`config.mk`:
```
export PLATFORM = sky130hd
export DESIGN_NAME = otp_cfg_loader
export DESIGN_NICKNAME = d
export VERILOG_FILES = /design/src/rtl/otp_cfg_pkg.sv /design/src/rtl/otp_in_sync.sv /design/src/rtl/otp_shift_rx.sv /design/src/rtl/otp_burn_ctl.sv /design/src/rtl/otp_cfg_loader.sv
export SDC_FILE = /design/constraint.sdc
export NUM_CORES = 1
export LEC_CHECK = 0
export ABC_AREA = 1
export ABC_CLOCK_PERIOD_IN_PS = 2700
export BUFFER_PORTS_ARGS = -buffer_cell sky130_fd_sc_hd__buf_2
export CORE_MARGIN = 2
export CORE_UTILIZATION = 30
export CTS_BUF_LIST = sky130_fd_sc_hd__clkbuf_4
export DETAILED_ROUTE_END_ITERATION = 16
export PLACE_DENSITY = 0.51
export SYNTH_ARGS = -nofsm -noshare
export SYNTH_HDL_FRONTEND = slang
export SYNTH_HIERARCHICAL = 1
export SYNTH_SLANG_ARGS = --single-unit
```
`constraint.sdc`:
```
create_clock -name clk -period 2.7 [get_ports clk]
set_input_delay 0.135 -clock clk [delete_from_list [all_inputs] [get_ports clk]]
set_output_delay 0.135 -clock clk [all_outputs]
set_load 0.05 [all_outputs]
```
`src/rtl/otp_cfg_pkg.sv`:
```
// Package: shared types of the OTP configuration loader.
// The packed field order equals the serial arrival order, so the first
// bit received lands in the most significant position of the word.
package otp_cfg_pkg;

    localparam int ZERO_BITS = 10;

    typedef struct packed {
        logic                 ccw;
        logic [ZERO_BITS-1:0] zero;
        logic                 idx_wide;
        logic [1:0]           div;
        logic [1:0]           mode;
    } cfg_t;

    localparam int CFG_BITS = $bits(cfg_t);

    typedef enum logic [2:0] {
        ST_IDLE,
        ST_SHIFT,
        ST_BURN,
        ST_DONE,
        ST_FAIL
    } ld_state_t;

endpackage

```
`src/rtl/otp_in_sync.sv`:
```
// Module: multi-stage synchronizer for a vector of slow asynchronous pins.
// Assumes STAGES >= 1 and that pins are held many clocks per level.
// RESET_VAL gives each bit its idle level so that leaving reset makes no
// false edge.
module otp_in_sync #(
    parameter int           N         = 4,
    parameter int           STAGES    = 2,
    parameter logic [N-1:0] RESET_VAL = '0
) (
    input  logic         clk,
    input  logic         rst_n,
    input  logic [N-1:0] din,
    output logic [N-1:0] dout
);

    logic [STAGES-1:0][N-1:0] stg_q;

    // Shift the pin vector through the synchronizer chain.
    always_ff @(posedge clk) begin
        if (!rst_n) begin
            for (int i = 0; i < STAGES; i++) stg_q[i] <= RESET_VAL;
        end else begin
            stg_q[0] <= din;
            for (int i = 1; i < STAGES; i++) stg_q[i] <= stg_q[i-1];
        end
    end

    assign dout = stg_q[STAGES-1];

endmodule

```
`src/rtl/otp_shift_rx.sv`:
```
// Module: serial receive shifter with a saturating bit counter.
// Shifts left, so the first bit ends in the MSB. Once WORD_BITS bits are
// held, further enables are ignored. Assumes en is a one-cycle strobe.
module otp_shift_rx #(
    parameter int WORD_BITS = 16
) (
    input  logic                 clk,
    input  logic                 rst_n,
    input  logic                 en,
    input  logic                 din,
    output logic [WORD_BITS-1:0] word,
    output logic                 full
);

    localparam int               CW       = $clog2(WORD_BITS + 1);
    localparam logic [CW-1:0]    FULL_CNT = CW'(WORD_BITS);

    logic [CW-1:0] cnt_q;

    assign full = (cnt_q == FULL_CNT);

    // Accept one bit per strobe until the word is complete.
    always_ff @(posedge clk) begin
        if (!rst_n) begin
            word  <= '0;
            cnt_q <= '0;
        end else if (en && !full) begin
            word  <= {word[WORD_BITS-2:0], din};
            cnt_q <= cnt_q + 1'b1;
        end
    end

    // once full, a strobe must not alter the held word.
    a_r4_frozen_when_full: assert property (@(posedge clk) disable iff (!rst_n)
        full |=> $stable(word));

endmodule

```
`src/rtl/otp_burn_ctl.sv`:
```
// Module: programming-mode sequencer, burn pulse counter, fuse model and
// power-up shadow of the fuses.
// Assumes synchronized pin levels. The fuse register has no reset, so it
// survives rst_n. The shadow is reloaded from it only while rst_n is low.
module otp_burn_ctl
    import otp_cfg_pkg::*;
#(
    parameter int BURN_PULSES = 16
) (
    input  logic                clk,
    input  logic                rst_n,
    input  logic                cs_s,
    input  logic                sclk_s,
    input  logic                prog_s,
    input  logic                vprog_s,
    input  logic                word_full,
    input  logic [CFG_BITS-1:0] word,
    output logic                shift_en,
    output logic                prog_mode,
    output logic                load_err,
    output logic                burn_done,
    output cfg_t                cfg
);

    localparam int            BW       = $clog2(BURN_PULSES + 1);
    localparam logic [BW-1:0] LAST_CNT = BW'(BURN_PULSES - 1);

    ld_state_t           st_q;
    logic                cs_d, sclk_d, vprog_d;
    logic                cs_rise, sclk_rise, vprog_rise;
    logic [BW-1:0]       pulse_q;
    logic [CFG_BITS-1:0] fuse_q = '0;
    cfg_t                shadow_q;
    logic                burn_fire;

    // Remember the previous synchronized levels for edge detection.
    always_ff @(posedge clk) begin
        if (!rst_n) begin
            cs_d    <= 1'b1;
            sclk_d  <= 1'b0;
            vprog_d <= 1'b0;
        end else begin
            cs_d    <= cs_s;
            sclk_d  <= sclk_s;
            vprog_d <= vprog_s;
        end
    end

    assign cs_rise    = cs_s && !cs_d;
    assign sclk_rise  = sclk_s && !sclk_d;
    assign vprog_rise = vprog_s && !vprog_d;

    assign shift_en  = (st_q == ST_SHIFT) && sclk_rise && !vprog_s;
    assign burn_fire = (st_q == ST_BURN) && sclk_rise && vprog_s
                       && (pulse_q == LAST_CNT);

    // Sequencer: entry, shifting, burning and terminal states.
    always_ff @(posedge clk) begin
        if (!rst_n) begin
            st_q    <= ST_IDLE;
            pulse_q <= '0;
        end else begin
            case (st_q)
                ST_IDLE:  if (cs_rise && prog_s && !sclk_s) st_q <= ST_SHIFT;
                ST_SHIFT: if (vprog_rise) st_q <= word_full ? ST_BURN : ST_FAIL;
                ST_BURN: begin
                    if (burn_fire)                   st_q    <= ST_DONE;
                    else if (sclk_rise && vprog_s)   pulse_q <= pulse_q + 1'b1;
                end
                default: st_q <= st_q;
            endcase
        end
    end

    // Fuse model: written once when the burn completes, never reset.
    always_ff @(posedge clk) begin
        if (rst_n && burn_fire) fuse_q <= word;
    end

    // Power-up shadow: captures the fuses while reset is held.
    always_ff @(posedge clk) begin
        if (!rst_n) shadow_q <= cfg_t'(fuse_q);
    end

    assign prog_mode = (st_q != ST_IDLE);
    assign load_err  = (st_q == ST_FAIL);
    assign burn_done = (st_q == ST_DONE);
    assign cfg       = shadow_q;

    // programming mode starts only after a qualified chip-select rise.
    a_r2_entry_cond: assert property (@(posedge clk) disable iff (!rst_n)
        $rose(prog_mode) |-> $past(cs_rise && prog_s && !sclk_s));

    // programming mode is only left through reset.
    a_r7_mode_sticky: assert property (@(posedge clk) disable iff (!rst_n)
        prog_mode |=> prog_mode);

    // configuration outputs are still between resets.
    a_r7_cfg_stable: assert property (@(posedge clk) disable iff (!rst_n)
        $past(rst_n) |-> $stable(cfg));

    // a burn completes only on the last counted pulse.
    a_r6_burn_count: assert property (@(posedge clk) disable iff (!rst_n)
        $rose(burn_done) |-> $past(pulse_q) == LAST_CNT);

    // fuses never change once the burn is done.
    a_r8_fuse_locked: assert property (@(posedge clk) disable iff (!rst_n)
        burn_done |=> $stable(fuse_q));

    // an incomplete load neither burns nor leaves the error state.
    a_r5_no_burn_on_err: assert property (@(posedge clk) disable iff (!rst_n)
        load_err |=> load_err && $stable(fuse_q));

endmodule

```
`src/rtl/otp_cfg_loader.sv`:
```
// Module: top of the OTP configuration serial loader.
// Synchronizes the pins, receives the 16-bit word and drives the sequencer.
// Assumes every pin level is held for longer than SYNC_STAGES + 2 clocks.
module otp_cfg_loader
    import otp_cfg_pkg::*;
#(
    parameter int SYNC_STAGES = 2,
    parameter int BURN_PULSES = 16
) (
    input  logic                 clk,
    input  logic                 rst_n,
    input  logic                 cs_n,
    input  logic                 sclk,
    input  logic                 prog_din,
    input  logic                 vprog_ok,
    output logic                 prog_mode,
    output logic                 load_err,
    output logic                 burn_done,
    output logic                 cfg_ccw,
    output logic [ZERO_BITS-1:0] cfg_zero,
    output logic                 cfg_idx_wide,
    output logic [1:0]           cfg_div,
    output logic [1:0]           cfg_mode
);

    localparam int PIN_N = 4;

    logic [PIN_N-1:0]    pins_s;
    logic                shift_en, word_full;
    logic [CFG_BITS-1:0] word;
    cfg_t                cfg;

    otp_in_sync #(
        .N         (PIN_N),
        .STAGES    (SYNC_STAGES),
        .RESET_VAL (4'b0001)
    ) u_sync (
        .clk   (clk),
        .rst_n (rst_n),
        .din   ({vprog_ok, prog_din, sclk, cs_n}),
        .dout  (pins_s)
    );

    otp_shift_rx #(
        .WORD_BITS (CFG_BITS)
    ) u_rx (
        .clk   (clk),
        .rst_n (rst_n),
        .en    (shift_en),
        .din   (pins_s[2]),
        .word  (word),
        .full  (word_full)
    );

    otp_burn_ctl #(
        .BURN_PULSES (BURN_PULSES)
    ) u_ctl (
        .clk       (clk),
        .rst_n     (rst_n),
        .cs_s      (pins_s[0]),
        .sclk_s    (pins_s[1]),
        .prog_s    (pins_s[2]),
        .vprog_s   (pins_s[3]),
        .word_full (word_full),
        .word      (word),
        .shift_en  (shift_en),
        .prog_mode (prog_mode),
        .load_err  (load_err),
        .burn_done (burn_done),
        .cfg       (cfg)
    );

    assign cfg_ccw      = cfg.ccw;
    assign cfg_zero     = cfg.zero;
    assign cfg_idx_wide = cfg.idx_wide;
    assign cfg_div      = cfg.div;
    assign cfg_mode     = cfg.mode;

endmodule

```
==> results of run 1 <==
## report_power, final
group	switching, W	leakage, nW	internal [W]	total (W)
Sequential	0.0000183	0.629	0.00115	0.00117
Combinational	0.000161	0.520	0.0000585	0.000219
Clock	0.000416	0.0615	0.000204	0.000620
Total	0.000595	1.21	0.00142	0.00201
## sequential cells by signal, indices dropped and copies added (netlist names)
name and count:
u_rx/word 16, u_sync/dout 4, u_ctl/vprog_d 1, u_ctl/cs_d 1, u_ctl/pulse_q 5, u_ctl/fuse_q 16, u_ctl/cfg 16, u_ctl/sclk_d 1
u_rx/cnt_q 5, u_sync/stg_q 4, u_ctl/st_q 3
## metal layers
metal / share of wire [%] / vias to the layer above / global-route usage, %
met2: 45 / 31 / 14.8
met5: 0 / - / 0
met3: 3.9 / 9 / 3.76
met4: 2.5 / 0 / 6.32
li1: - / 908 / -
met1: 48 / 802 / 11.8
## critical path, delay by kind of cell (launching register included)
kind | cells | cell delay, ns
adders and majority gates | 2 | 0.33
buffers and inverters | 1 | 0.25
DFF | 1 | 0.39
and+or+nand+nor | 3 | 0.49
## cells in the final DEF (no fill, tap or decap), types with 10 or more instances in the layout
cell      count
nand2_2      11
nor2_1       16
edfxtp_1     32
nand3_1      28
dfxtp_1      40
a21oi_2      10
buf_2        24
a21oi_1      14
nand2_1      41
inv_1        31
## worst paths after layout
kind / start / end
hold / removal: rst_n / u_sync/dout[0]
setup / recovery: u_ctl/pulse_q[0] / u_ctl/fuse_q[3]
hold reg to reg: u_sync/stg_q[0] / u_sync/dout[0]
setup reg to reg: u_ctl/pulse_q[0] / u_ctl/fuse_q[3]
## metrics by stage
stage | hold slack (ns) | util [%]
CTS | 0.0267 | 34.2
global placement | 0.315 | 32.4
floorplan | 0.220 | -
finish | 0.0502 | 34.2
detailed placement | 0.318 | 32.4
global route | 0.0253 | 34.2
## synthesized netlist by cell type
cell type	number	area, um^2
nor4_1	1	6.26
nand2_2	11	68.8
clkinv_2	1	5.00
nor2_2	3	18.8
nor3_1	3	15.0
o21ai_0	1	5.00
dfxtp_1	40	801
nand3_1	28	140
buf_6	1	11.3
inv_1	31	116
nand2_4	1	11.3
nand4_1	3	18.8
a21oi_1	14	70.1
or2_2	1	6.26
nand2_1	41	154
a21oi_2	10	87.6
nand2_8	1	20.0
buf_4	8	60.1
and3_1	1	6.26
ha_1	4	50.1
nand3b_2	1	11.3
buf_12	1	20.0
clkbuf_1	1	3.75
nor2_1	16	60.1
xor2_1	3	26.3
buf_2	2	10.0
edfxtp_1	32	961
## cell families after synthesis
family,after synthesis,share of synthesized area [%]
simple gates,111,19.4
flops,72,63.7
buf+inv,45,8.19
compound gates,25,5.88
fa+ha+maj,4,1.81
xor+xnor,3,0.951
## what timing repair did
| item | CTS | global route |
|---|---|---|
| setup buffers | 0 | 0 |
| hold endpoints to repair | 4 | 0 |
| hold buffers | 4 | 0 |
| endpoints found under the setup margin | 0 | 0 |
| gates resized for setup | 0 | 0 |
## area by class of cell
type | instances | area [um^2] | share of cell area [%]
repair buffers | 31 | 183 | 5.86
inverters | 32 | 121 | 3.89
multi-input cells | 143 | 787 | 25.2
clock buffers | 9 | 67.6 | 2.17
clock inverters | 7 | 60.1 | 1.93
flip-flops and latches | 72 | 1760 | 56.5
well taps | 111 | 139 | 4.45
==> results.txt, run 1 <==
----------------------------------------------------
[Final layout]
  Filler-free cell count of the finished design ... 405
  Layout filler cell count ... 939
  Final Net Count ... 299
  P&R area growth vs syn ... 12.9%
  Layout Cell Area excl Fill ... 3120 um^2
  Layout cell share with drive strength beyond 1 ... 25.2%
  Diodes inserted ... 0

[Floorplanning]
  Die width ... 100 um
  Floorplan row count ... 35
  Io pins ... 25
  Total die area ... 10000 um^2
  Die height ... 100 um
  Effective utilization at floorplan ... 30.3%
  Core Area ... 9110 um^2

[Setup path]
  Critical path peak fanout ... 16
  Critical Path Max Stage Delay ... 0.39 ns
  Worst reg-to-reg path cell count ... 6
  Most common cell on crit path ... ha_1
  Slowest cell on crit path ... dfxtp_1
  Required time of the critical path ... 2.82 ns
  Ordered cell list for the critical path ... ha_1 > and3_1 > ha_1 > nand4_1 > nor3_2 > buf_4
  Endpoint kind of the worst setup timing path ... flop
  Type of the worst setup path ... reg -> reg
  Worst Setup Start Kind ... flop
  Data arrival, critical path ... 1.88 ns
  Flop2flop setup slack ... 0.93 ns

[Global route]
  Total global-route track usage ... 9.83%
  Wire length of the first global-routing pass ... 7490 um
  Vias in the first global route ... 1620
  Initial antenna violation count ... 0
  Final global-route overflow total ... 0
  Pin count of the biggest net entering global routing ... 24

[Synthesis]
  Cell count after synthesis ... 260
  Netlist Area Pre-Place ... 2760 um^2
  Count of state elements after synthesis ... 72
  Number of warning messages in the yosys log ... 6
  Synthesized area per cell ... 10.6 um^2
  Count of different cell masters after synthesis ... 27
  Post-synthesis net count ... 270
  Seq/Total Area, Yosys ... 63.7%

[Route]
  DRT Pass-1 Iters ... 4
  Antenna viol nets, final ... 0
  Per-cell routed wire length ... 10.8 um
  Vias after detailed routing ... 1750
  DRC violations left ... 0
  Wire length reported by the detailed router ... 4370 um
  Iteration-0 DRC Markers ... 62
  Via-per-instance ratio ... 4.32

[Place]
  Dpl cell area ... 2950 um^2
  DP Cell Count ... 385
  Half-perimeter wire length after detailed placement ... 2800 um
  Port Buffers ... 24
  Place WS ... 0.951 ns
  Final weighted congestion of routability-driven global placement ... 0.805

[Clock tree]
  Worst-Skew Late Latency ... 0.42 ns
  CTS tree ... done
  CTS clk-pin slew, worst paths ... 0.12 ns
  Clock Path Buffers ... 2
  # clock sinks ... 72
  H-Tree Depth ... 3
  Cell at the root of the clock tree ... clkbuf_4
  Clock buffers created by TritonCTS ... 9

[STA]
  Maximum frequency from static timing analysis ... 0.566 GHz
  Setup violators final ... 0
  Final sum of negative setup slack ... 0 ns
  Final period util ... 65.4%
  RSZ-0062 raised after global routing ... no
  Number of endpoints with negative hold slack in the final report ... 0
  Max Slew Vio Count ... 0
  Worst-Margin Slew ... 0.827 ns
  Final min period ... 1.77 ns
  Max-Slew Margin vs Limit ... 44.8%
  Final worst slack ... 0.934 ns
  Worst Clk Skew ... 0.0151 ns

[Outcome]
  Status ... complete, no violations

[Power]
  Leakage ... 1.21 nW
  Worst IR Drop VDD ... 0.000157 V
  Total power consumption of the routed design ... 0.00201 W
  Power density relative to cell area ... 645 nW/um^2

[Run]
  Count of max-cap constraint violations ... 0

[Hold path]
  Cell depth of the worst min-delay path ... 2
  Worst Hold Class ... in -> reg

----------------------------------------------------
Power figures use the tool's default switching activity.
==> inputs of run 2 (changes only) <==
--- a/config.mk
+++ b/config.mk
@@ -6,13 +6,13 @@
 export NUM_CORES = 1
 export LEC_CHECK = 0
 export ABC_AREA = 1
-export ABC_CLOCK_PERIOD_IN_PS = 2700
+export ABC_CLOCK_PERIOD_IN_PS = 1500
 export BUFFER_PORTS_ARGS = -buffer_cell sky130_fd_sc_hd__buf_2
 export CORE_MARGIN = 2
 export CORE_UTILIZATION = 30
 export CTS_BUF_LIST = sky130_fd_sc_hd__clkbuf_4
 export DETAILED_ROUTE_END_ITERATION = 16
-export PLACE_DENSITY = 0.51
+export PLACE_DENSITY = 0.53
 export SYNTH_ARGS = -nofsm -noshare
 export SYNTH_HDL_FRONTEND = slang
 export SYNTH_HIERARCHICAL = 1
==> constraint.sdc (replaced) <==
create_clock -name clk -period 1.5 [get_ports clk]
set_input_delay 0.075 -clock clk [delete_from_list [all_inputs] [get_ports clk]]
set_output_delay 0.075 -clock clk [all_outputs]
set_load 0.05 [all_outputs]
==> run 2 against run 1 <==
Against the previous run: the flow now finishes with violations (negative setup slack); routed wire length rose by 15%; cell count is 8.6% higher; via count increased by 10%; clock power is 95% higher; maximum frequency increased by 7.4%; sequential cell count stayed put; register-to-register slack lost 1.1 ns; largest cell class unchanged; highest routed layer unchanged.
==> results.txt, run 2 (synthesized netlist as in run 1, its figures left out) <==
----------------------------------------------------
[STA]
  Maximum frequency from static timing analysis ... 0.609 GHz (+7.4%)
  Final worst slack ... -0.143 ns (-1.08 ns)
  Max-Slew Margin vs Limit ... 70.9% (+26 points)
  Number of endpoints with negative hold slack in the final report ... 0 (unchanged)
  Final min period ... 1.64 ns (-0.122 ns)
  Worst Clk Skew ... 0.0153 ns (+0.000201 ns)
  Max Slew Vio Count ... 0 (unchanged)
  Setup violators final ... 24 (+24)
  Final period util ... 110% (+44 points)
  RSZ-0062 raised after global routing ... yes
  Worst-Margin Slew ... 0.436 ns (-0.391 ns)

[Power]
  Switching power ... 0.00111 W (+87%)
  Switching Fraction ... 28.3% (-1.3 points)
  Internal Pwr Total ... 0.00283 W (+100%)
  Power density relative to cell area ... 1060 nW/um^2 (+64%)
  Proportion of power drawn by flip-flops and latches ... 53.7% (-4.6 points)
  Leakage ... 1.44 nW (+19%)
  Comb power frac ... 15.5% (+4.6 points)
  Clock group share of total power ... 30.8% (about the same)
  Worst IR Drop VDD ... 0.000295 V (+88%)

[Floorplanning]
  Io pins ... 25 (unchanged)
  Effective utilization at floorplan ... 30.3% (unchanged)
  Die height ... 100 um (unchanged)
  Die width ... 100 um (unchanged)
  Floorplan row count ... 35 (unchanged)
  Core Area ... 9110 um^2 (unchanged)
  Total die area ... 10000 um^2 (unchanged)

[Final layout]
  Filler-free cell count of the finished design ... 440 (+8.6%)
  Area taken by multi-input logic gates ... 1010 um^2 (+28%)
  Layout Cell Area excl Fill ... 3720 um^2 (+19%)
  Layout cell share with drive strength beyond 1 ... 43.3% (+18 points)
  Most frequent cells in the layout ... dfxtp_1, nand2_1, edfxtp_1
  Most common library cell in the layout ignoring fill and taps ... dfxtp_1
  Layout filler cell count ... 881 (-6.2%)
  Final Net Count ... 333 (+11%)
  Combined flip-flop and latch cell area ... 1770 um^2 (+0.71%)
  P&R area growth vs syn ... 34.5%

[Setup path]
  Critical Path Max Stage Delay ... 0.37 ns (-0.02 ns)
  Worst Setup Start Kind ... flop
  Critical path peak fanout ... 16 (unchanged)
  Type of the worst setup path ... reg -> reg
  Crit-path leading delay family ... simple AND/OR/NAND/NOR gates
  Data arrival, critical path ... 1.78 ns (-0.10 ns)
  Endpoint kind of the worst setup timing path ... flop
  Slowest cell on crit path ... dfxtp_2
  Buf+Inv Stages, Crit Path ... 1 (unchanged)
  Most common cell on crit path ... ha_4
  Required time of the critical path ... 1.64 ns (-1.18 ns)
  Ordered cell list for the critical path ... ha_4 > and3_4 > ha_4 > nand4_1 > nor3_4 > buf_12

[Run]
  Count of max-cap constraint violations ... 0 (unchanged)

[Clock tree]
  H-Tree Depth ... 3 (unchanged)
  Cell at the root of the clock tree ... clkbuf_4
  Worst-Skew Late Latency ... 0.42 ns (about the same)
  # clock sinks ... 72 (unchanged)
  Clock buffers created by TritonCTS ... 9 (unchanged)
  Clock Path Buffers ... 2 (unchanged)
  CTS clk-pin slew, worst paths ... 0.11 ns (about the same)
  CTS tree ... done

[Outcome]
  Status ... complete, but fails checks
  Failing checks ... negative setup slack

[Global route]
  Pin count of the biggest net entering global routing ... 24 (unchanged)
  Wire length of the first global-routing pass ... 7810 um (+4.3%)
  Total global-route track usage ... 10.2% (+0.33 points)
  Initial antenna violation count ... 1 (+1)
  Final global-route overflow total ... 0 (unchanged)
  Vias in the first global route ... 1759 (+8.6%)

[Route]
  DRT Pass-1 Iters ... 4 (unchanged)
  Vias after detailed routing ... 1931 (+10%)
  Via-per-instance ratio ... 4.39 (+1.6%)
  Antenna viol nets, final ... 0 (unchanged)
  DRC violations left ... 0 (unchanged)
  Wire length reported by the detailed router ... 5030 um (+15%)
  Per-cell routed wire length ... 11.4 um (+5.8%)
  Iteration-0 DRC Markers ... 81 (+31%)

[Hold path]
  Worst Hold Class ... reg -> reg

[Place]
  Port Buffers ... 24 (unchanged)
  Final weighted congestion of routability-driven global placement ... 0.717 (-11%)
  Dpl cell area ... 3140 um^2 (+6.5%)
  DP Cell Count ... 401 (+4.2%)
  Place WS ... -0.127 ns (-1.08 ns)
  Half-perimeter wire length after detailed placement ... 2910 um (+3.9%)

----------------------------------------------------
## run 2: cell count changes in the layout (fill, tap and decap cells not counted), sizes merged, moves of 2 or more
cell and delta:
buf +26, dlygate4sd3 +5, inv -3, clkinv +2
nand2 +2
## run 2: per-stage QoR
stage / setup TNS [ns] / hold WS [ns] / utilization, % / power [W]
global route: -5.43 / 0.439 / 40.8 / 0.00413
detailed placement: -2.51 / 0.261 / 34.5 / 0.00260
floorplan: -8.36 / 0.160 / - / 0.00248
CTS: -2.80 / 0.420 / 37.7 / 0.00386
finish: -2.86 / 0.416 / 40.8 / 0.00394
global placement: -2.15 / 0.254 / 34.5 / 0.00259
## run 2: final timing paths
check                    from               end  slack (ns)  cells past startpoint
max          u_ctl/pulse_q[1]  u_ctl/fuse_q[10]       -0.14                      6
min           u_sync/stg_q[0]    u_sync/dout[0]        0.42                      2
max reg2reg  u_ctl/pulse_q[1]  u_ctl/fuse_q[10]       -0.14                      6
min reg2reg   u_sync/stg_q[0]    u_sync/dout[0]        0.42                      2
## run 2: layout make-up
class	count	share of cell area [%]
diodes	1	0.0673
clock buffers	9	1.82
clock inverters	7	1.92
inverters	32	3.37
multi-input cells	145	27.1
flip-flops and latches	72	47.7
well taps	111	3.74
repair buffers	63	14.3
## run 2: what timing repair did
action | 4_1_cts | 5_1_grt
hold buffers | 9 | 0
cloned | 0 | 4
buffers inserted | 0 | 9
setup endpoints to repair | 25 | 47
pin swaps | 4 | 19
resized for setup | 14 | 42
endpoints found under the hold margin | 6 | 0
## run 2: power groups by stage
stage | clock network, W | registers (W) | logic (W)
floorplan | 0 | 0.00219 | 0.000288
CTS | 0.00126 | 0.00210 | 0.000501
detailed placement | 0 | 0.00215 | 0.000453
global route | 0.00135 | 0.00212 | 0.000658
global placement | 0 | 0.00214 | 0.000448
finish | 0.00121 | 0.00211 | 0.000611
## run 2: routing by layer
layer / track usage (%) / share of wire [%]
met2: 16.8 / 49
met5: 0 / 0
met3: 2.92 / 3.8
met4: 6.64 / 2.4
met1: 11.5 / 45
## run 2: tightest hold or removal path: stages, from the launching register on
cell and delay [ns]:
dfxtp_1 0.33, inv_1 0.03, nand2_1 0.04
